## src/rtl/status_alu_pkg.sv

```systemverilog
package status_alu_pkg;

   typedef enum logic [3:0] {
      OP_ADD   = 4'd0,
      OP_ADDC  = 4'd1,
      OP_SUB   = 4'd2,
      OP_SUBB  = 4'd3,
      OP_NEG   = 4'd4,
      OP_AND   = 4'd5,
      OP_IOR   = 4'd6,
      OP_XOR   = 4'd7,
      OP_COM   = 4'd8,
      OP_MOV   = 4'd9,
      OP_SHL   = 4'd10,
      OP_LSR   = 4'd11,
      OP_ASR   = 4'd12,
      OP_RSV13 = 4'd13,
      OP_RSV14 = 4'd14,
      OP_RSV15 = 4'd15
   } alu_op_e;

   localparam int FLAG_CNT = 5;
   localparam int FL_C  = 0;
   localparam int FL_Z  = 1;
   localparam int FL_N  = 2;
   localparam int FL_OV = 3;
   localparam int FL_DC = 4;

   typedef logic [FLAG_CNT-1:0] flag_vec_t;

   localparam flag_vec_t MASK_ARITH = 5'b11111;
   localparam flag_vec_t MASK_LOGIC = 5'b00110;
   localparam flag_vec_t MASK_SHIFT = 5'b00111;
   localparam flag_vec_t MASK_NONE  = 5'b00000;

   typedef enum logic [1:0] {
      CLS_ARITH = 2'd0,
      CLS_LOGIC = 2'd1,
      CLS_SHIFT = 2'd2,
      CLS_PASS  = 2'd3
   } op_class_e;

   typedef enum logic [1:0] {
      CIN_ZERO = 2'd0,
      CIN_ONE  = 2'd1,
      CIN_EXT  = 2'd2
   } cin_sel_e;

   typedef enum logic [1:0] {
      LG_AND  = 2'd0,
      LG_IOR  = 2'd1,
      LG_XOR  = 2'd2,
      LG_PASS = 2'd3
   } logic_fn_e;

   typedef struct packed {
      op_class_e cls;
      logic      neg_a;     // arithmetic on (0, A) instead of (A, B)
      logic      inv_y;     // second adder operand inverted
      cin_sel_e  cin_sel;
      logic_fn_e lfn;
      logic      inv_res;   // logic result inverted
      logic      sh_left;
      logic      sh_arith;
      flag_vec_t mask;
   } alu_ctrl_t;

endpackage

```

## src/rtl/status_alu_decode.sv

```systemverilog
module status_alu_decode
   import status_alu_pkg::*;
(
   input  logic [3:0] opcode,
   output alu_ctrl_t  ctrl
);

   always_comb begin
      ctrl.cls      = CLS_PASS;
      ctrl.neg_a    = 1'b0;
      ctrl.inv_y    = 1'b0;
      ctrl.cin_sel  = CIN_ZERO;
      ctrl.lfn      = LG_PASS;
      ctrl.inv_res  = 1'b0;
      ctrl.sh_left  = 1'b0;
      ctrl.sh_arith = 1'b0;
      ctrl.mask     = MASK_NONE;
      case (opcode)
         OP_ADD: begin
            ctrl.cls  = CLS_ARITH;
            ctrl.mask = MASK_ARITH;
         end
         OP_ADDC: begin
            ctrl.cls     = CLS_ARITH;
            ctrl.cin_sel = CIN_EXT;
            ctrl.mask    = MASK_ARITH;
         end
         OP_SUB: begin
            ctrl.cls     = CLS_ARITH;
            ctrl.inv_y   = 1'b1;
            ctrl.cin_sel = CIN_ONE;
            ctrl.mask    = MASK_ARITH;
         end
         OP_SUBB: begin
            ctrl.cls     = CLS_ARITH;
            ctrl.inv_y   = 1'b1;
            ctrl.cin_sel = CIN_EXT;
            ctrl.mask    = MASK_ARITH;
         end
         OP_NEG: begin
            ctrl.cls     = CLS_ARITH;
            ctrl.neg_a   = 1'b1;
            ctrl.inv_y   = 1'b1;
            ctrl.cin_sel = CIN_ONE;
            ctrl.mask    = MASK_ARITH;
         end
         OP_AND: begin
            ctrl.cls  = CLS_LOGIC;
            ctrl.lfn  = LG_AND;
            ctrl.mask = MASK_LOGIC;
         end
         OP_IOR: begin
            ctrl.cls  = CLS_LOGIC;
            ctrl.lfn  = LG_IOR;
            ctrl.mask = MASK_LOGIC;
         end
         OP_XOR: begin
            ctrl.cls  = CLS_LOGIC;
            ctrl.lfn  = LG_XOR;
            ctrl.mask = MASK_LOGIC;
         end
         OP_COM: begin
            ctrl.cls     = CLS_LOGIC;
            ctrl.lfn     = LG_PASS;
            ctrl.inv_res = 1'b1;
            ctrl.mask    = MASK_LOGIC;
         end
         OP_MOV: begin
            ctrl.cls  = CLS_LOGIC;
            ctrl.lfn  = LG_PASS;
            ctrl.mask = MASK_LOGIC;
         end
         OP_SHL: begin
            ctrl.cls     = CLS_SHIFT;
            ctrl.sh_left = 1'b1;
            ctrl.mask    = MASK_SHIFT;
         end
         OP_LSR: begin
            ctrl.cls  = CLS_SHIFT;
            ctrl.mask = MASK_SHIFT;
         end
         OP_ASR: begin
            ctrl.cls      = CLS_SHIFT;
            ctrl.sh_arith = 1'b1;
            ctrl.mask     = MASK_SHIFT;
         end
         default: begin
            ctrl.cls  = CLS_PASS;
            ctrl.mask = MASK_NONE;
         end
      endcase
   end

endmodule

```

## src/rtl/status_alu_arith.sv

```systemverilog
module status_alu_arith
   import status_alu_pkg::*;
#(
   parameter int DATA_W  = 16,
   parameter int DIGIT_W = 4
) (
   input  logic [DATA_W-1:0] a,
   input  logic [DATA_W-1:0] b,
   input  logic              neg_a,
   input  logic              inv_y,
   input  cin_sel_e          cin_sel,
   input  logic              carry_in,
   input  logic              byte_mode,
   output logic [DATA_W-1:0] sum,
   output logic              carry,
   output logic              ovf,
   output logic              dcarry
);

   localparam int LANE_W = DATA_W / 2;

   logic [DATA_W-1:0] x;
   logic [DATA_W-1:0] y;
   logic [DATA_W:0]   full;
   logic              cin;
   logic              lane_cout;
   logic              x_sign;
   logic              y_sign;
   logic              r_sign;

   // operand formation: (A, B) or (0, A), optional inversion of the second
   always_comb begin
      x = neg_a ? '0 : a;
      y = neg_a ? a : b;
      if (inv_y) begin
         y = ~y;
      end
   end

   always_comb begin
      case (cin_sel)
         CIN_ONE: cin = 1'b1;
         CIN_EXT: cin = carry_in;
         default: cin = 1'b0;
      endcase
   end

   // one adder; carries at inner boundaries are recovered from sum bits
   assign full      = {1'b0, x} + {1'b0, y} + {{DATA_W{1'b0}}, cin};
   assign lane_cout = full[LANE_W] ^ x[LANE_W] ^ y[LANE_W];
   assign dcarry    = full[DIGIT_W] ^ x[DIGIT_W] ^ y[DIGIT_W];
   assign sum       = full[DATA_W-1:0];

   assign carry  = byte_mode ? lane_cout : full[DATA_W];
   assign x_sign = byte_mode ? x[LANE_W-1] : x[DATA_W-1];
   assign y_sign = byte_mode ? y[LANE_W-1] : y[DATA_W-1];
   assign r_sign = byte_mode ? full[LANE_W-1] : full[DATA_W-1];
   assign ovf    = (x_sign == y_sign) && (r_sign != x_sign);

endmodule

```

## src/rtl/status_alu_shift.sv

```systemverilog
module status_alu_shift #(
   parameter int W      = 16,
   parameter bit STAGED = 1'b1
) (
   input  logic [W-1:0]         val,
   input  logic [$clog2(W)-1:0] amt,
   input  logic                 left,
   input  logic                 arith,
   output logic [W-1:0]         res,
   output logic                 cout
);

   localparam int AMT_W = $clog2(W);

   // W+1 bit working vector: the extra bit catches the last bit shifted out
   logic [W:0] seed;
   logic [W:0] done;

   assign seed = left ? {1'b0, val} : {val, 1'b0};

   generate
      if (STAGED) begin : g_staged
         logic [W:0] stg [0:AMT_W];
         assign stg[0] = seed;
         for (genvar k = 0; k < AMT_W; k++) begin : g_stage
            localparam int SH = 2 ** k;
            logic [W:0] moved;
            always_comb begin
               if (left) begin
                  moved = stg[k] << SH;
               end else if (arith) begin
                  moved = $signed(stg[k]) >>> SH;
               end else begin
                  moved = stg[k] >> SH;
               end
            end
            assign stg[k+1] = amt[k] ? moved : stg[k];
         end
         assign done = stg[AMT_W];
      end else begin : g_flat
         always_comb begin
            if (left) begin
               done = seed << amt;
            end else if (arith) begin
               done = $signed(seed) >>> amt;
            end else begin
               done = seed >> amt;
            end
         end
      end
   endgenerate

   assign res  = left ? done[W-1:0] : done[W:1];
   assign cout = left ? done[W] : done[0];

endmodule

```

## src/rtl/status_alu_flags.sv

```systemverilog
module status_alu_flags
   import status_alu_pkg::*;
#(
   parameter int DATA_W = 16
) (
   input  op_class_e         cls,
   input  flag_vec_t         base_mask,
   input  logic              byte_mode,
   input  logic [DATA_W-1:0] res,
   input  logic              ar_carry,
   input  logic              ar_ovf,
   input  logic              ar_dcarry,
   input  logic              sh_cout,
   input  logic              sh_amt_zero,
   output flag_vec_t         new_flags,
   output flag_vec_t         eff_mask
);

   localparam int LANE_W = DATA_W / 2;

   logic zero_det;
   logic neg_det;

   assign zero_det = byte_mode ? (res[LANE_W-1:0] == '0) : (res == '0);
   assign neg_det  = byte_mode ? res[LANE_W-1] : res[DATA_W-1];

   always_comb begin
      new_flags        = '0;
      new_flags[FL_C]  = (cls == CLS_SHIFT) ? sh_cout : ar_carry;
      new_flags[FL_Z]  = zero_det;
      new_flags[FL_N]  = neg_det;
      new_flags[FL_OV] = ar_ovf;
      new_flags[FL_DC] = ar_dcarry;
   end

   // a shift by nothing shifts nothing out, so carry is not written
   always_comb begin
      eff_mask = base_mask;
      if (cls == CLS_SHIFT && sh_amt_zero) begin
         eff_mask[FL_C] = 1'b0;
      end
   end

endmodule

```

## src/rtl/status_alu.sv

```systemverilog
module status_alu
   import status_alu_pkg::*;
#(
   parameter int DATA_W       = 16,
   parameter int DIGIT_W      = 4,
   parameter bit STAGED_SHIFT = 1'b1
) (
   input  logic                clk,
   input  logic                rst_n,
   input  logic                issue,
   input  logic [3:0]          opcode,
   input  logic                byte_mode,
   input  logic                carry_in,
   input  logic [DATA_W-1:0]   op_a,
   input  logic [DATA_W-1:0]   op_b,
   output logic [DATA_W-1:0]   result,
   output logic [FLAG_CNT-1:0] flags,
   output logic [FLAG_CNT-1:0] flag_mask
);

   localparam int LANE_W  = DATA_W / 2;
   localparam int WAMT_W  = $clog2(DATA_W);
   localparam int BAMT_W  = $clog2(LANE_W);

   generate
      if (DATA_W < 4 || (DATA_W % 2) != 0) begin : g_bad_width
         $error("status_alu: DATA_W must be even and at least 4");
      end
      if (DIGIT_W < 1 || DIGIT_W >= LANE_W) begin : g_bad_digit
         $error("status_alu: DIGIT_W must lie inside the byte lane");
      end
   endgenerate

   alu_ctrl_t ctrl;

   status_alu_decode u_decode (
      .opcode (opcode),
      .ctrl   (ctrl)
   );

   logic [DATA_W-1:0] ar_sum;
   logic              ar_carry;
   logic              ar_ovf;
   logic              ar_dcarry;

   status_alu_arith #(
      .DATA_W  (DATA_W),
      .DIGIT_W (DIGIT_W)
   ) u_arith (
      .a         (op_a),
      .b         (op_b),
      .neg_a     (ctrl.neg_a),
      .inv_y     (ctrl.inv_y),
      .cin_sel   (ctrl.cin_sel),
      .carry_in  (carry_in),
      .byte_mode (byte_mode),
      .sum       (ar_sum),
      .carry     (ar_carry),
      .ovf       (ar_ovf),
      .dcarry    (ar_dcarry)
   );

   logic [DATA_W-1:0] shw_res;
   logic              shw_cout;
   logic [LANE_W-1:0] shb_res;
   logic              shb_cout;

   status_alu_shift #(
      .W      (DATA_W),
      .STAGED (STAGED_SHIFT)
   ) u_shift_word (
      .val   (op_a),
      .amt   (op_b[WAMT_W-1:0]),
      .left  (ctrl.sh_left),
      .arith (ctrl.sh_arith),
      .res   (shw_res),
      .cout  (shw_cout)
   );

   status_alu_shift #(
      .W      (LANE_W),
      .STAGED (STAGED_SHIFT)
   ) u_shift_byte (
      .val   (op_a[LANE_W-1:0]),
      .amt   (op_b[BAMT_W-1:0]),
      .left  (ctrl.sh_left),
      .arith (ctrl.sh_arith),
      .res   (shb_res),
      .cout  (shb_cout)
   );

   logic              sh_cout;
   logic              sh_amt_zero;

   assign sh_cout     = byte_mode ? shb_cout : shw_cout;
   assign sh_amt_zero = byte_mode ? (op_b[BAMT_W-1:0] == '0)
                                  : (op_b[WAMT_W-1:0] == '0);

   logic [DATA_W-1:0] logic_res;
   logic [DATA_W-1:0] raw_res;
   logic [LANE_W-1:0] low_res;
   logic [DATA_W-1:0] next_res;

   always_comb begin
      case (ctrl.lfn)
         LG_AND:  logic_res = op_a & op_b;
         LG_IOR:  logic_res = op_a | op_b;
         LG_XOR:  logic_res = op_a ^ op_b;
         default: logic_res = op_a;
      endcase
      if (ctrl.inv_res) begin
         logic_res = ~logic_res;
      end
   end

   always_comb begin
      case (ctrl.cls)
         CLS_ARITH: raw_res = ar_sum;
         CLS_LOGIC: raw_res = logic_res;
         CLS_SHIFT: raw_res = shw_res;
         default:   raw_res = op_a;
      endcase
      low_res  = (ctrl.cls == CLS_SHIFT) ? shb_res : raw_res[LANE_W-1:0];
      next_res = byte_mode ? {op_a[DATA_W-1:LANE_W], low_res} : raw_res;
   end

   flag_vec_t new_flags;
   flag_vec_t eff_mask;

   status_alu_flags #(
      .DATA_W (DATA_W)
   ) u_flags (
      .cls         (ctrl.cls),
      .base_mask   (ctrl.mask),
      .byte_mode   (byte_mode),
      .res         (next_res),
      .ar_carry    (ar_carry),
      .ar_ovf      (ar_ovf),
      .ar_dcarry   (ar_dcarry),
      .sh_cout     (sh_cout),
      .sh_amt_zero (sh_amt_zero),
      .new_flags   (new_flags),
      .eff_mask    (eff_mask)
   );

   flag_vec_t flags_q;
   flag_vec_t mask_q;
   logic [DATA_W-1:0] result_q;

   always_ff @(posedge clk or negedge rst_n) begin
      if (!rst_n) begin
         result_q <= '0;
         mask_q   <= '0;
      end else if (issue) begin
         result_q <= next_res;
         mask_q   <= eff_mask;
      end
   end

   generate
      for (genvar i = 0; i < FLAG_CNT; i++) begin : g_flag_bit
         always_ff @(posedge clk or negedge rst_n) begin
            if (!rst_n) begin
               flags_q[i] <= 1'b0;
            end else if (issue && eff_mask[i]) begin
               flags_q[i] <= new_flags[i];
            end
         end
      end
   endgenerate

   assign result    = result_q;
   assign flags     = flags_q;
   assign flag_mask = mask_q;

endmodule

```

## config.mk

```make
export PLATFORM = sky130hd
export DESIGN_NAME = status_alu
export DESIGN_NICKNAME = d
export VERILOG_FILES = /design/src/rtl/status_alu_pkg.sv /design/src/rtl/status_alu_decode.sv /design/src/rtl/status_alu_arith.sv /design/src/rtl/status_alu_shift.sv /design/src/rtl/status_alu_flags.sv /design/src/rtl/status_alu.sv
export SDC_FILE = /design/constraint.sdc
export NUM_CORES = 1
export LEC_CHECK = 0
export ABC_AREA = 1
export BUFFER_PORTS_ARGS = -buffer_cell sky130_fd_sc_hd__buf_2
export CORE_ASPECT_RATIO = 0.9
export CORE_UTILIZATION = 55
export DETAILED_ROUTE_END_ITERATION = 7
export PLACE_DENSITY = 0.75
export SLEW_MARGIN = 20
export SYNTH_ARGS = -nofsm -noshare
export SYNTH_HDL_FRONTEND = slang
export SYNTH_HIERARCHICAL = 1
export SYNTH_SLANG_ARGS = --single-unit
```

## constraint.sdc

```tcl
create_clock -name clk -period 0.8 [get_ports clk]
set_input_delay 0.12 -clock clk [delete_from_list [all_inputs] [get_ports clk]]
set_output_delay 0.12 -clock clk [all_outputs]
set_load 0.02 [all_outputs]
```

==> results of run 1 <==
-- kinds of logic after synthesis --
kind of cell | after synthesis | share of synthesized area
AND/OR/NAND/NOR | 800 | 0.514
flip-flops | 26 | 0.0915
XOR/XNOR | 29 | 0.0378
multiplexers | 6 | 0.00950
buffers and inverters | 242 | 0.155
adder cells (fa/ha/maj) | 51 | 0.0919
AO/OA/AOI/OAI | 104 | 0.100
-- layer usage --
layer  GRT overflow  track usage
met1              0        0.759
met2              1        0.917
met3              0        0.696
met4              4        0.752
met5              0        0.488
-- per-stage QoR --
step	worst slack [ps]	hold WS [ps]	utilization
after floorplan	-2690	-176	-
after global placement	-2630	68.7	0.734
after detailed placement	-2830	71.2	0.734
after CTS	-2340	272	0.814
-- cells in the mapped netlist (4+ instances only) --
cell,n
nand2_4,4
nand3_1,261
dfrtp_1,26
nand3b_1,5
inv_1,163
a21boi_1,8
buf_6,12
a221oi_2,8
or2_2,6
nor2_2,5
xor2_1,22
xnor2_1,5
inv_2,14
ha_1,49
nor2_1,54
nand2_2,14
o21ai_0,39
nand2_1,397
a21oi_1,13
nand3_2,13
nand4_1,26
buf_4,15
o211ai_1,7
a22o_1,8
mux2_2,5
o21ai_1,7
buf_2,21
clkbuf_1,10
-- timing repair --
item,in CTS
pin swaps,56
hold buffers,1
setup endpoints to repair,52
hold endpoints to repair,26
resized for setup,174
gates cloned,3
buffers inserted,33
==> reports/results.md, run 1 <==
## Global routing
* 27 — largest net degree at the start of global routing
* 0.780 — total global routing track utilization
* 5 — total global routing overflow

## Status
* stopped before the end — status
* [ERROR GRT-0232] Routing congestion too high. Check the congestion heatmap in the GUI. — Run Error
* 5_1_grt — Fail Step

## Floorplanning
* 110 um — height of the die
* 39 — count of standard-cell rows
* 67 — IO Count
* 122 um — Die W
* 0.563 — initial standard-cell utilization of the core

## Logic synthesis
* nand2_1 (21%), nand3_1 (18%), dfrtp_1 (9.2%), ha_1 (8.6%), inv_1 (8.6%) — dominant cells by area after synthesis
* 1258 — synthesized netlist cell count
* 0.0915 — sequential element share of the synthesized area
* 0 — number of synthesized flops with an enable pin
* 6 — Synth warnings
* 5.65 um2 — average cell area after synthesis
* 0.00711 mm2 — area of the mapped netlist
* 26 — post-synthesis sequential element count
* 0.210 — fraction of post-synthesis cell area in the top cell type by area
* 1.00 — share of synthesized flip-flops with an asynchronous set or reset
* dfrtp_1 — main flop type after synthesis
* nand2_1 — cell taking the most area after synthesis
* 1350 — nets in the synthesized netlist
* 51 — Unique masters post-synth

## Clocking
* 2 — number of buffers on the longest clock path
* clkbuf_16 — Clk Tree Root Cell
* 3 — number of clock buffers inserted by TritonCTS
* 26 — clk sink count
* 1 — H-tree depth

## Placement
* 0.00928 mm2 — instance area at placement
* 66 — number of input and output port buffers inserted
* 0.995 — placer's final routability congestion estimate
* 1672 — placed cell count
* 21100 um — post-detail-place hpwl

## STA
* register input — worst endpoint type
* flags[1]$_DFFE_PN0P_/D — last reported worst endpoint of the global-route repair pass

==> run 2, diff against run 1 <==
--- a/config.mk
+++ b/config.mk
@@ -7,10 +7,9 @@
 export LEC_CHECK = 0
 export ABC_AREA = 1
 export BUFFER_PORTS_ARGS = -buffer_cell sky130_fd_sc_hd__buf_2
-export CORE_ASPECT_RATIO = 0.9
-export CORE_UTILIZATION = 55
+export CORE_UTILIZATION = 40
 export DETAILED_ROUTE_END_ITERATION = 7
-export PLACE_DENSITY = 0.75
+export PLACE_DENSITY_LB_ADDON = 0.15
 export SLEW_MARGIN = 20
 export SYNTH_ARGS = -nofsm -noshare
 export SYNTH_HDL_FRONTEND = slang
==> constraint.sdc (replaced) <==
create_clock -name clk -period 1 [get_ports clk]
set_input_delay 0.15 -clock clk [delete_from_list [all_inputs] [get_ports clk]]
set_output_delay 0.15 -clock clk [all_outputs]
set_load 0.02 [all_outputs]
==> run 2 against run 1 <==
Effect of this change:
- the flow now finishes, with violations (negative setup slack)
- synthesized cell count stayed put
- synthesized area stayed put
==> reports/results.md, run 2 <==
## Status
* complete, but fails checks — status
* negative setup slack — violated checks

## Critical path
* fa_2 — critical path's slowest cell
* 3450 ps — critical path data arrival time
* flags[1] — Reg2Reg Capture Point
* opcode[2] — source of the critical timing path
* 26 — Crit. path cell count
* 6 — CP bufs+invs
* simple AND/OR/NAND/NOR gates — cell family contributing the most delay on the critical path
* 230 ps — FF-to-FF setup slack
* 1210 ps — Required @ worst endpoint
* flip-flop — kind of capture point of the worst setup path
* in2reg — type of the setup path with the least slack
* 4 — top fanout value on the critical path
* flags[1] — critical path endpoint
* input port — Critical Path Start Type
* 410 ps — CP peak stage delay
* 1 — Register-to-Register Path Depth
* flags[1] — source of the worst register-to-register timing path

## Layout
* 62.2% — area delta synth->final
* 16 — flip-flop count of the largest register after layout
* nand2_1 (339), buf_4 (270), nand3_1 (185) — top library cells by usage in the layout, fill and taps aside
* 1523 — filler cell count in the final layout
* 0.432 — share of layout cells above drive strength 1
* 0 — final antenna diode count
* nand2_1 — most common library cell in the layout ignoring fill and taps
* 1687 — net count reported at finish
* 0.0115 mm2 — final design area excluding fillers
* 1819 — non-filler cells, final
* 0.665 — Core Util, Final

## Clocking
* 1 — H-tree depth, unchanged
* 2 — number of buffers on the longest clock path, unchanged
* 260 ps — latest clock arrival within the worst-skew pair
* built — TritonCTS clock tree
* clkbuf_16 — Clk Tree Root Cell
* 3 — number of clock buffers inserted by TritonCTS, unchanged
* 26 — clk sink count, unchanged
* 70 ps — clock transition at the registers of the reported paths

## Logic synthesis
* 0 — number of synthesized flops with an enable pin, unchanged
* 0.210 — fraction of post-synthesis cell area in the top cell type by area, unchanged
* nand2_1 (21%), nand3_1 (18%), dfrtp_1 (9.2%), ha_1 (8.6%), inv_1 (8.6%) — dominant cells by area after synthesis
* 6 — Synth warnings, unchanged
* 1350 — nets in the synthesized netlist, unchanged
* 1.00 — share of synthesized flip-flops with an asynchronous set or reset, unchanged
* 51 — Unique masters post-synth, unchanged
* nand2_1 — cell taking the most area after synthesis
* 26 — post-synthesis sequential element count, unchanged
* 0.00711 mm2 — area of the mapped netlist, unchanged
* dfrtp_1 — main flop type after synthesis
* 0.0915 — sequential element share of the synthesized area, unchanged
* nand2_1 — top-count cell post-synth
* 5.65 um2 — average cell area after synthesis, unchanged
* nand2_1 (397), nand3_1 (261), inv_1 (163), nor2_1 (54), ha_1 (49) — list of most frequent post-synthesis cells
* 1258 — synthesized netlist cell count, unchanged

## Routing
* 0 — count of unresolved DRC violations after routing
* 910 — count of routing violations after the opening detailed-route iteration
* 0 — ANT nets after route
* 5.39 — Vias per Instance
* 9813 — vias after detailed routing
* 16.9 um — wire length per cell
* 30700 um — sum of routed wire length over all layers
* 6 — number of search-and-repair iterations in the first detailed-routing pass

## Floorplanning
* 67 — IO Count, unchanged
* 0.0183 mm2 — overall die area
* 0.410 — initial standard-cell utilization of the core, -0.153
* 135 um — height of the die, +23%
* 48 — count of standard-cell rows, +23%
* 0.0174 mm2 — area inside the core boundary
* 135 um — Die W, +11%

## Placement
* 0.964 — placer's final routability congestion estimate, -3.1%
* 1759 — placed cell count, +5.2%
* 66 — number of input and output port buffers inserted, unchanged
* 22300 um — post-detail-place hpwl, +5.7%
* -2580 ps — Setup WS pre-CTS, +253 ps
* 0.00952 mm2 — instance area at placement, +2.7%

## STA
* 22 — number of endpoints failing setup at the final stage
* 308 MHz — Fmax achieved
* -38230 ps — Setup TNS
* 464 ps — slew at the pin closest to its max-slew limit
* 0 — Final Hold Fails
* -2240 ps — Worst Setup Slack, final
* true — setup repair after global routing missed its margin
* 0 — pins over their slew limit
* 0 ps — clock skew
* 3.24 — period utilization
* 317 ps — Hold Worst Slack
* 0.690 — worst slew slack as a fraction of its limit
* 3240 ps — clock period minus final worst setup slack

## Global routing
* met2 — most utilized layer in the global route result
* 0 — initial antenna violation count
* 0.548 — met2 usage in global routing
* 27 — largest net degree at the start of global routing
* 0.0307 — met3 capacity usage during global routing
* 0.316 — total global routing track utilization
* 0.411 — met1 Resource Use GR
* 0 — total global routing overflow
* 9076 — via count of the first global-routing pass
* 45700 um — global-route wire length before repair

## Power and ir drop
* 10.4 mW — Design Power
* 903 mW/mm2 — power density relative to cell area
* 893 uV — IR Drop Worst-Case VDD
* 6.27 nW — leakage

## Run
* 0 — count of maximum capacitance violations

## Hold path
* in2reg — class of the tightest hold or removal check

-- run 2: cell counts after synthesis --
Identical to the previous run, type by type.
-- run 2: area by class of cell --
cell class	instances	area (um2)	share of cell area
Multi-Input combinational cell	991	6590	0.572
Timing Repair Buffer	393	3200	0.278
Inverter	180	701	0.0608
Sequential cell	26	651	0.0564
Tap cell	225	282	0.0244
Clock buffer	3	75.1	0.00651
Clock inverter	1	30.0	0.00260
-- run 2: how the worst min path moves through the flow --
stage	startpoint	endpoint	slack [ps]	cells past startpoint
after floorplan	rst_n	flag_mask[0]	-150	0
after global placement	rst_n	result[9]	100	2
after detailed placement	rst_n	flag_mask[4]	100	2
after CTS	issue	flags[0]	320	3
after global routing	issue	flags[4]	330	3
final	issue	flag_mask[4]	320	4
-- run 2: kinds of logic after synthesis --
| kind of cell | share of synthesized area |
|---|---|
| buffers and inverters | 0.155 |
| XOR/XNOR | 0.0378 |
| AO/OA/AOI/OAI | 0.100 |
| flip-flops | 0.0915 |
| AND/OR/NAND/NOR | 0.514 |
| adder cells (fa/ha/maj) | 0.0919 |
| multiplexers | 0.00950 |
-- run 2: what timing repair did --
item	4_1_cts	5_1_grt
pin swaps	104	56
setup endpoints to repair	22	26
hold endpoints to repair	26	0
buffers inserted	31	23
cloned	2	1
hold buffers	1	0
resized for setup	212	127
-- run 2: per-layer routing --
layer / vias to the layer above / share of wire
li1: 4752 / -
met1: 4548 / 0.41
met2: 440 / 0.49
met3: 73 / 0.066
met4: 0 / 0.033
met5: - / 0
-- run 2: worst min-delay path, delay by kind of cell --
family,cells,cell delay [ps]
and+or+nand+nor,2,120
buffers and inverters,2,260
-- run 2: where the power goes --
part	internal (mW)	switching [mW]
Combinational	3.59	4.28
Sequential	1.25	0.106
Clock	0.798	0.394
Total	5.64	4.78
Note: power is estimated with default switching activity, not from simulation.
==> run 3, diff against run 2 <==
--- a/config.mk
+++ b/config.mk
@@ -10,8 +10,8 @@
 export CORE_UTILIZATION = 40
 export DETAILED_ROUTE_END_ITERATION = 7
 export PLACE_DENSITY_LB_ADDON = 0.15
+export REMOVE_ABC_BUFFERS = 1
 export SLEW_MARGIN = 20
 export SYNTH_ARGS = -nofsm -noshare
 export SYNTH_HDL_FRONTEND = slang
-export SYNTH_HIERARCHICAL = 1
 export SYNTH_SLANG_ARGS = --single-unit
==> run 3 against run 2 <==
Effect of this change:
- the run still ends with negative setup slack left
- fmax grew 2.5%
- first-iteration DRC count shrank 20%
- register-to-register slack improved by 60 ps
- clock skew is the same
- synthesized cell count down 23%
- flip-flop and latch count down 2
- global-route usage increased by 2.6 points
- wire length decreased by 20%
- final cell count decreased by 19%
==> reports/results.md, run 3 <==
## Floorplanning
* 67 — IO Count, unchanged
* 120 um — Die W, -11%
* 42 — count of standard-cell rows, -13%
* 0.0134 mm2 — area inside the core boundary, -23%
* 0.0143 mm2 — overall die area, -22%
* 0.414 — initial standard-cell utilization of the core, +0.00433
* 120 um — height of the die, -11%

## Hold path
* in2reg — class of the tightest hold or removal check
* 3 — number of stages on the worst hold path, -1
* issue — launch point of the worst hold path
* result[3] — capture endpoint of the worst hold path

## Critical path
* input port — Critical Path Start Type
* 1200 ps — Required @ worst endpoint, about the same
* 3 — top fanout value on the critical path, -1
* 3360 ps — critical path data arrival time, -90 ps
* 290 ps — FF-to-FF setup slack, +60 ps
* result[3] — source of the worst register-to-register timing path
* result[3] — Reg2Reg Capture Point
* flip-flop — kind of capture point of the worst setup path
* 2 — Register-to-Register Path Depth, +1
* in2reg — type of the setup path with the least slack

## Layout
* buf_4 — most common library cell in the layout ignoring fill and taps
* buf_4 (260), nand2_1 (236), nand3_1 (136) — top library cells by usage in the layout, fill and taps aside
* 0 — final antenna diode count, unchanged
* 1382 — net count reported at finish, -18%
* 62.1% — area delta synth->final, about the same
* 0.00899 mm2 — final design area excluding fillers, -22%
* 0.387 — share of layout cells above drive strength 1, -0.0451
* 16 — flip-flop count of the largest register after layout, unchanged
* 0.671 — Core Util, Final, +0.00655

## Routing
* 0 — count of unresolved DRC violations after routing, unchanged
* 726 — count of routing violations after the opening detailed-route iteration, -20%
* 0 — ANT nets after route, unchanged
* 5.49 — Vias per Instance, +1.8%
* 16.7 um — wire length per cell, -1.1%
* 8048 — vias after detailed routing, -18%
* 5 — number of search-and-repair iterations in the first detailed-routing pass, -1
* 24500 um — sum of routed wire length over all layers, -20%

## Logic synthesis
* nand2_1 — top-count cell post-synth
* nand2_1 (18%), nand3_1 (13%), ha_1 (11%), dfrtp_1 (11%), o21ai_0 (6.3%) — dominant cells by area after synthesis
* 47 — Unique masters post-synth, -7.8%
* nand2_1 — cell taking the most area after synthesis
* 5.73 um2 — average cell area after synthesis, +1.4%
* 24 — post-synthesis sequential element count, -7.7%
* 0 — number of synthesized flops with an enable pin, unchanged
* 1.00 — share of synthesized flip-flops with an asynchronous set or reset, unchanged
* 0.00555 mm2 — area of the mapped netlist, -22%
* dfrtp_1 — main flop type after synthesis
* 0.175 — fraction of post-synthesis cell area in the top cell type by area, -0.0343
* 968 — synthesized netlist cell count, -23%
* 0 — Synth warnings, -6
* nand2_1 (259), nand3_1 (149), nor2_1 (89), inv_1 (78), o21ai_0 (70) — list of most frequent post-synthesis cells
* 0.108 — sequential element share of the synthesized area, +0.0168

## Placement
* -2740 ps — Setup WS pre-CTS, -164 ps
* 0.975 — placer's final routability congestion estimate, +1.2%
* 0.00780 mm2 — instance area at placement, -18%
* 18800 um — post-detail-place hpwl, -16%
* 66 — number of input and output port buffers inserted, unchanged

## Status
* complete, but fails checks — status
* negative setup slack — violated checks

## Power and ir drop
* 0.437 — switching power as a share of total power, -0.0220
* 858 mW/mm2 — power density relative to cell area, -5.0%
* 4.61 nW — leakage, -26%
* 4.35 mW — cell internal pwr, -23%
* 806 uV — IR Drop Worst-Case VDD, -9.8%
* 0.694 — logic gate share of total power, -0.061
* 7.72 mW — Design Power, -26%
* 3.37 mW — switching component of the power, -29%
* 0.147 — clock group share of total power, +0.033
* 0.158 — relative contribution of sequential cells to total power, +0.028

## STA
* 3160 ps — clock period minus final worst setup slack, -80.1 ps
* 0 — pins over their slew limit, unchanged
* 24 — number of endpoints failing setup at the final stage, +9.1%
* 0 ps — clock skew, unchanged
* -2160 ps — Worst Setup Slack, final, +80.1 ps
* 316 MHz — Fmax achieved, +2.5%
* 0.644 — worst slew slack as a fraction of its limit, -0.0454
* 3.16 — period utilization, -0.0801
* true — setup repair after global routing missed its margin
* 0 — Final Hold Fails, unchanged
* 534 ps — slew at the pin closest to its max-slew limit, +69.8 ps
* -42280 ps — Setup TNS, -4060 ps

## Clocking
* 3 — number of clock buffers inserted by TritonCTS, unchanged
* 2 — number of buffers on the longest clock path, unchanged
* 1 — H-tree depth, unchanged
* 260 ps — latest clock arrival within the worst-skew pair, about the same
* 60 ps — clock transition at the registers of the reported paths, about the same
* built — TritonCTS clock tree
* 24 — clk sink count, -7.7%
* clkbuf_16 — Clk Tree Root Cell

## Run
* 0 — count of maximum capacitance violations, unchanged

## Global routing
* 0 — initial antenna violation count, unchanged
* 7642 — via count of the first global-routing pass, -16%
* 38600 um — global-route wire length before repair, -15%
* 0 — total global routing overflow, unchanged
* 36 — largest net degree at the start of global routing, +33%
* 0.341 — total global routing track utilization, +0.0257

## run 3: how the worst max path moves through the flow
stage,from,endpoint,cells after the start
after detailed placement,opcode[0],flags[1],28
after global placement,opcode[0],flags[1],28
after global routing,opcode[0],flags[1],27
after CTS,opcode[1],flags[1],28
after floorplan,opcode[0],flags[1],26
final,opcode[0],flags[1],27
## run 3: metrics by stage
stage	instances	hold slack (ps)
3_5_place_dp	1413	160
3_3_place_gp	1413	150
2_1_floorplan	921	-146
6_report	1465	256
5_1_grt	1465	274
4_1_cts	1455	250
## run 3: power by group through the flow
stage | clock [mW] | combinational (mW) | sequential [mW]
after CTS | 1.16 | 4.90 | 1.22
after global placement | 0 | 4.37 | 1.23
after floorplan | 0 | 2.00 | 1.45
after global routing | 1.18 | 5.81 | 1.24
after detailed placement | 0 | 4.39 | 1.23
final | 1.14 | 5.36 | 1.22
## run 3: final cells by class
type | count | area, um2
clock buffer | 3 | 75.1
timing repair buffer | 363 | 2810
sequential | 24 | 601
inverter | 85 | 337
multi-input combinational | 813 | 4920
tap | 176 | 220
fill | 1252 | 4410
clock inverter | 1 | 30.0
## run 3: timing repair
action / in CTS / in global routing
hold buffers: 1 / 0
buffers inserted: 37 / 33
resized for setup: 133 / 98
endpoints found under the setup margin: 24 / 25
cloned: 2 / 1
pin swaps: 41 / 53
hold endpoints to repair: 24 / 0
## run 3: cells by family (layout without fill, tap and decap cells)
kind of cell,count (synthesis),count (layout),synth area share
buffers and inverters,132,452,0.100
and+or+nand+nor,551,552,0.440
AOI/OAI and AO/OA,179,179,0.185
xor gates and xnor gates,31,31,0.0489
DFF,24,24,0.108
adders and majority gates,51,51,0.118
## run 3: per-layer routing
metal,share of wire,GRT usage
met5,0,0
met4,0.063,0.173
met3,0.067,0.0352
met2,0.46,0.579
met1,0.41,0.427
## run 3: worst max-delay path, stage by stage
cell and delay, ps:
buf_8 100, nor2_4 140, inv_2 70, nor2_4 110, inv_2 60, o21ai_2 60
inv_1 60, ha_1 260, o21bai_4 180, fa_2 420, fa_2 390, inv_2 70
a21o_1 160, nand2_2 70, nand2_2 60, a21oi_2 50, xor2_1 200, nor2_1 80
nor2_1 140, nand2_1 80, nand2_2 70, nand2_1 50, nor2_1 90, nand2_1 70
nand2_1 60, nand2_1 50, nand2_1 60
==> run 4, diff against run 3 <==
--- a/config.mk
+++ b/config.mk
@@ -11,6 +11,7 @@
 export DETAILED_ROUTE_END_ITERATION = 7
 export PLACE_DENSITY_LB_ADDON = 0.15
 export REMOVE_ABC_BUFFERS = 1
+export SETUP_SLACK_MARGIN = 0.5
 export SLEW_MARGIN = 20
 export SYNTH_ARGS = -nofsm -noshare
 export SYNTH_HDL_FRONTEND = slang
==> run 4 against run 3 <==
Effect of this change:
- the flow finishes with violations (negative hold slack, negative setup slack)
- via count shrank 0.12%
- clock-buffer cell count is the same
- worst setup slack lost 23 ps
- critical path type unchanged
- critical endpoint unchanged
- largest cell class unchanged
==> reports/results.md, run 4 (same netlist as run 3, synthesis figures left out) <==
## Clocking
* 60 ps — clock transition at the registers of the reported paths, about the same
* 2 — number of buffers on the longest clock path, unchanged
* 3 — number of clock buffers inserted by TritonCTS, unchanged
* 260 ps — latest clock arrival within the worst-skew pair, about the same
* 1 — H-tree depth, unchanged
* clkbuf_16 — Clk Tree Root Cell
* built — TritonCTS clock tree
* 24 — clk sink count, unchanged

## Critical path
* 12 — top fanout value on the critical path, +9
* a32oi_2 — critical path's slowest cell
* 240 ps — CP peak stage delay, -180 ps
* buf_4 — most numerous cell on the critical path
* 3380 ps — critical path data arrival time, +20 ps
* flip-flop — kind of capture point of the worst setup path
* 1200 ps — Required @ worst endpoint, about the same
* 180 ps — FF-to-FF setup slack, -110 ps
* input port — Critical Path Start Type
* in2reg — type of the setup path with the least slack

## Global routing
* 36 — largest net degree at the start of global routing, unchanged
* 39000 um — global-route wire length before repair, +1.1%
* 0 — total global routing overflow, unchanged
* 0.345 — total global routing track utilization, +0.00345
* 7700 — via count of the first global-routing pass, +0.76%
* 0 — initial antenna violation count, unchanged

## Hold path
* in2async — class of the tightest hold or removal check

## STA
* 3190 ps — clock period minus final worst setup slack, +23.4 ps
* true — setup repair after global routing missed its margin
* 0.649 — worst slew slack as a fraction of its limit, +0.00512
* 314 MHz — Fmax achieved, -0.73%
* -2190 ps — Worst Setup Slack, final, -23.4 ps
* 24 — Final Hold Fails, +24
* 26 — number of endpoints failing setup at the final stage, +8.3%
* -44190 ps — Setup TNS, -1900 ps
* 526 ps — slew at the pin closest to its max-slew limit, -7.67 ps
* 3.19 — period utilization, +0.0234
* -135 ps — Hold Worst Slack, -391 ps
* 0 ps — clock skew, unchanged
* 0 — pins over their slew limit, unchanged

## Routing
* 16.9 um — wire length per cell, +1.3%
* 5 — number of search-and-repair iterations in the first detailed-routing pass, unchanged
* 25000 um — sum of routed wire length over all layers, +2.4%
* 663 — count of routing violations after the opening detailed-route iteration, -8.7%
* 0 — ANT nets after route, unchanged
* 8038 — vias after detailed routing, -0.12%
* 0 — count of unresolved DRC violations after routing, unchanged
* 5.43 — Vias per Instance, -1.2%

## Floorplanning
* 42 — count of standard-cell rows, unchanged
* 67 — IO Count, unchanged
* 0.414 — initial standard-cell utilization of the core, unchanged
* 120 um — height of the die, unchanged
* 0.0134 mm2 — area inside the core boundary, unchanged
* 120 um — Die W, unchanged
* 0.0143 mm2 — overall die area, unchanged

## Placement
* 0.975 — placer's final routability congestion estimate, unchanged
* 1413 — placed cell count, unchanged
* 0.00780 mm2 — instance area at placement, unchanged
* 66 — number of input and output port buffers inserted, unchanged
* 18800 um — post-detail-place hpwl, unchanged

## Layout
* 0.00483 mm2 — multi-input logic area, -1.7%
* 1398 — net count reported at finish, +1.2%
* 0 — final antenna diode count, unchanged
* 0.686 — Core Util, Final, +0.0154
* buf_4 — most common library cell in the layout ignoring fill and taps
* 0.385 — share of layout cells above drive strength 1, -0.00168
* 0.00920 mm2 — final design area excluding fillers, +2.3%
* 65.8% — area delta synth->final
* 16 — flip-flop count of the largest register after layout, unchanged
* 1208 — filler cell count in the final layout, -3.5%
* 601 um2 — sequential standard cell area, unchanged
* 1481 — non-filler cells, final, +1.1%
* buf_4 (272), nand2_1 (237), nand3_1 (139) — top library cells by usage in the layout, fill and taps aside

## Status
* complete, but fails checks — status
* negative hold slack, negative setup slack — violated checks

## Power and ir drop
* 817 uV — IR Drop Worst-Case VDD, +1.5%
* 880 mW/mm2 — power density relative to cell area, +2.5%
* 4.71 nW — leakage, +2.2%

## Run
* 0 — count of maximum capacitance violations, unchanged

## run 4: cell count changes in the layout (fill, tap and decap cells not counted), moves of 3 or more
| cell | before | now |
|---|---|---|
| buf_2 | 60 | 36 |
| o21ai_2 | 21 | 17 |
| o21ai_0 | 39 | 43 |
| buf_4 | 260 | 272 |
| a21oi_1 | 37 | 40 |
| buf_8 | 7 | 3 |
| nand3_1 | 136 | 139 |
| buf_6 | 29 | 62 |
| a21oi_2 | 18 | 15 |
| nand3_2 | 13 | 10 |
## run 4: metal layers
metal	vias up	track usage	wire length, um
met5	-	0	0
met4	0	0.168	1280
met3	82	0.0337	1630
met2	377	0.588	11900
met1	3648	0.432	10300
li1	3931	-	-
## run 4: cell type report
class,count,share of cell area
sequential,24,0.0653
clock inverter,1,0.00326
inverter,85,0.0355
multi-input combinational,812,0.525
clock buffer,3,0.00816
tap,176,0.0239
timing repair buffer,380,0.338
## run 4: power breakdown
| group | internal [mW] | switching [mW] | leakage, nW |
|---|---|---|---|
| clock | 0.796 | 0.341 | 0.0511 |
| sequential | 1.14 | 0.131 | 0.297 |
| combinational | 2.73 | 2.96 | 4.36 |
## run 4: worst paths after layout
check                           from   endpoint  cells after the start
setup / recovery           opcode[0]   flags[1]                     26
setup reg to reg            flags[2]   flags[2]                      2
hold reg to reg            result[7]  result[7]                      2
hold / removal                 rst_n  result[3]                      1
min in group clk               issue  result[3]                      3
max in group asynchronous      rst_n  result[8]                      1
## run 4: per-stage QoR
| step | power, mW | hold WS, ps | setup WS (ps) |
|---|---|---|---|
| floorplan | 3.45 | -146 | -3640 |
| global placement | 5.60 | 150 | -2640 |
| detailed placement | 5.63 | 160 | -2740 |
| CTS | 7.59 | -120 | -2030 |
| global route | 8.61 | -90.7 | -2400 |
| finish | 8.09 | -135 | -2190 |
## run 4: worst max-delay path, delay by kind of cell
| family | cells | cell delay [ps] |
|---|---|---|
| buffers and inverters | 16 | 1910 |
| xor gates and xnor gates | 1 | 180 |
| and+or+nand+nor | 7 | 730 |
| AOI/OAI and AO/OA | 2 | 420 |
## run 4: repair_timing
item	4_1_cts	5_1_grt
pin swaps	38	37
cloned	2	0
endpoints found under the hold margin	24	24
endpoints found under the setup margin	50	50
gates resized for setup	193	52
setup buffers	44	18
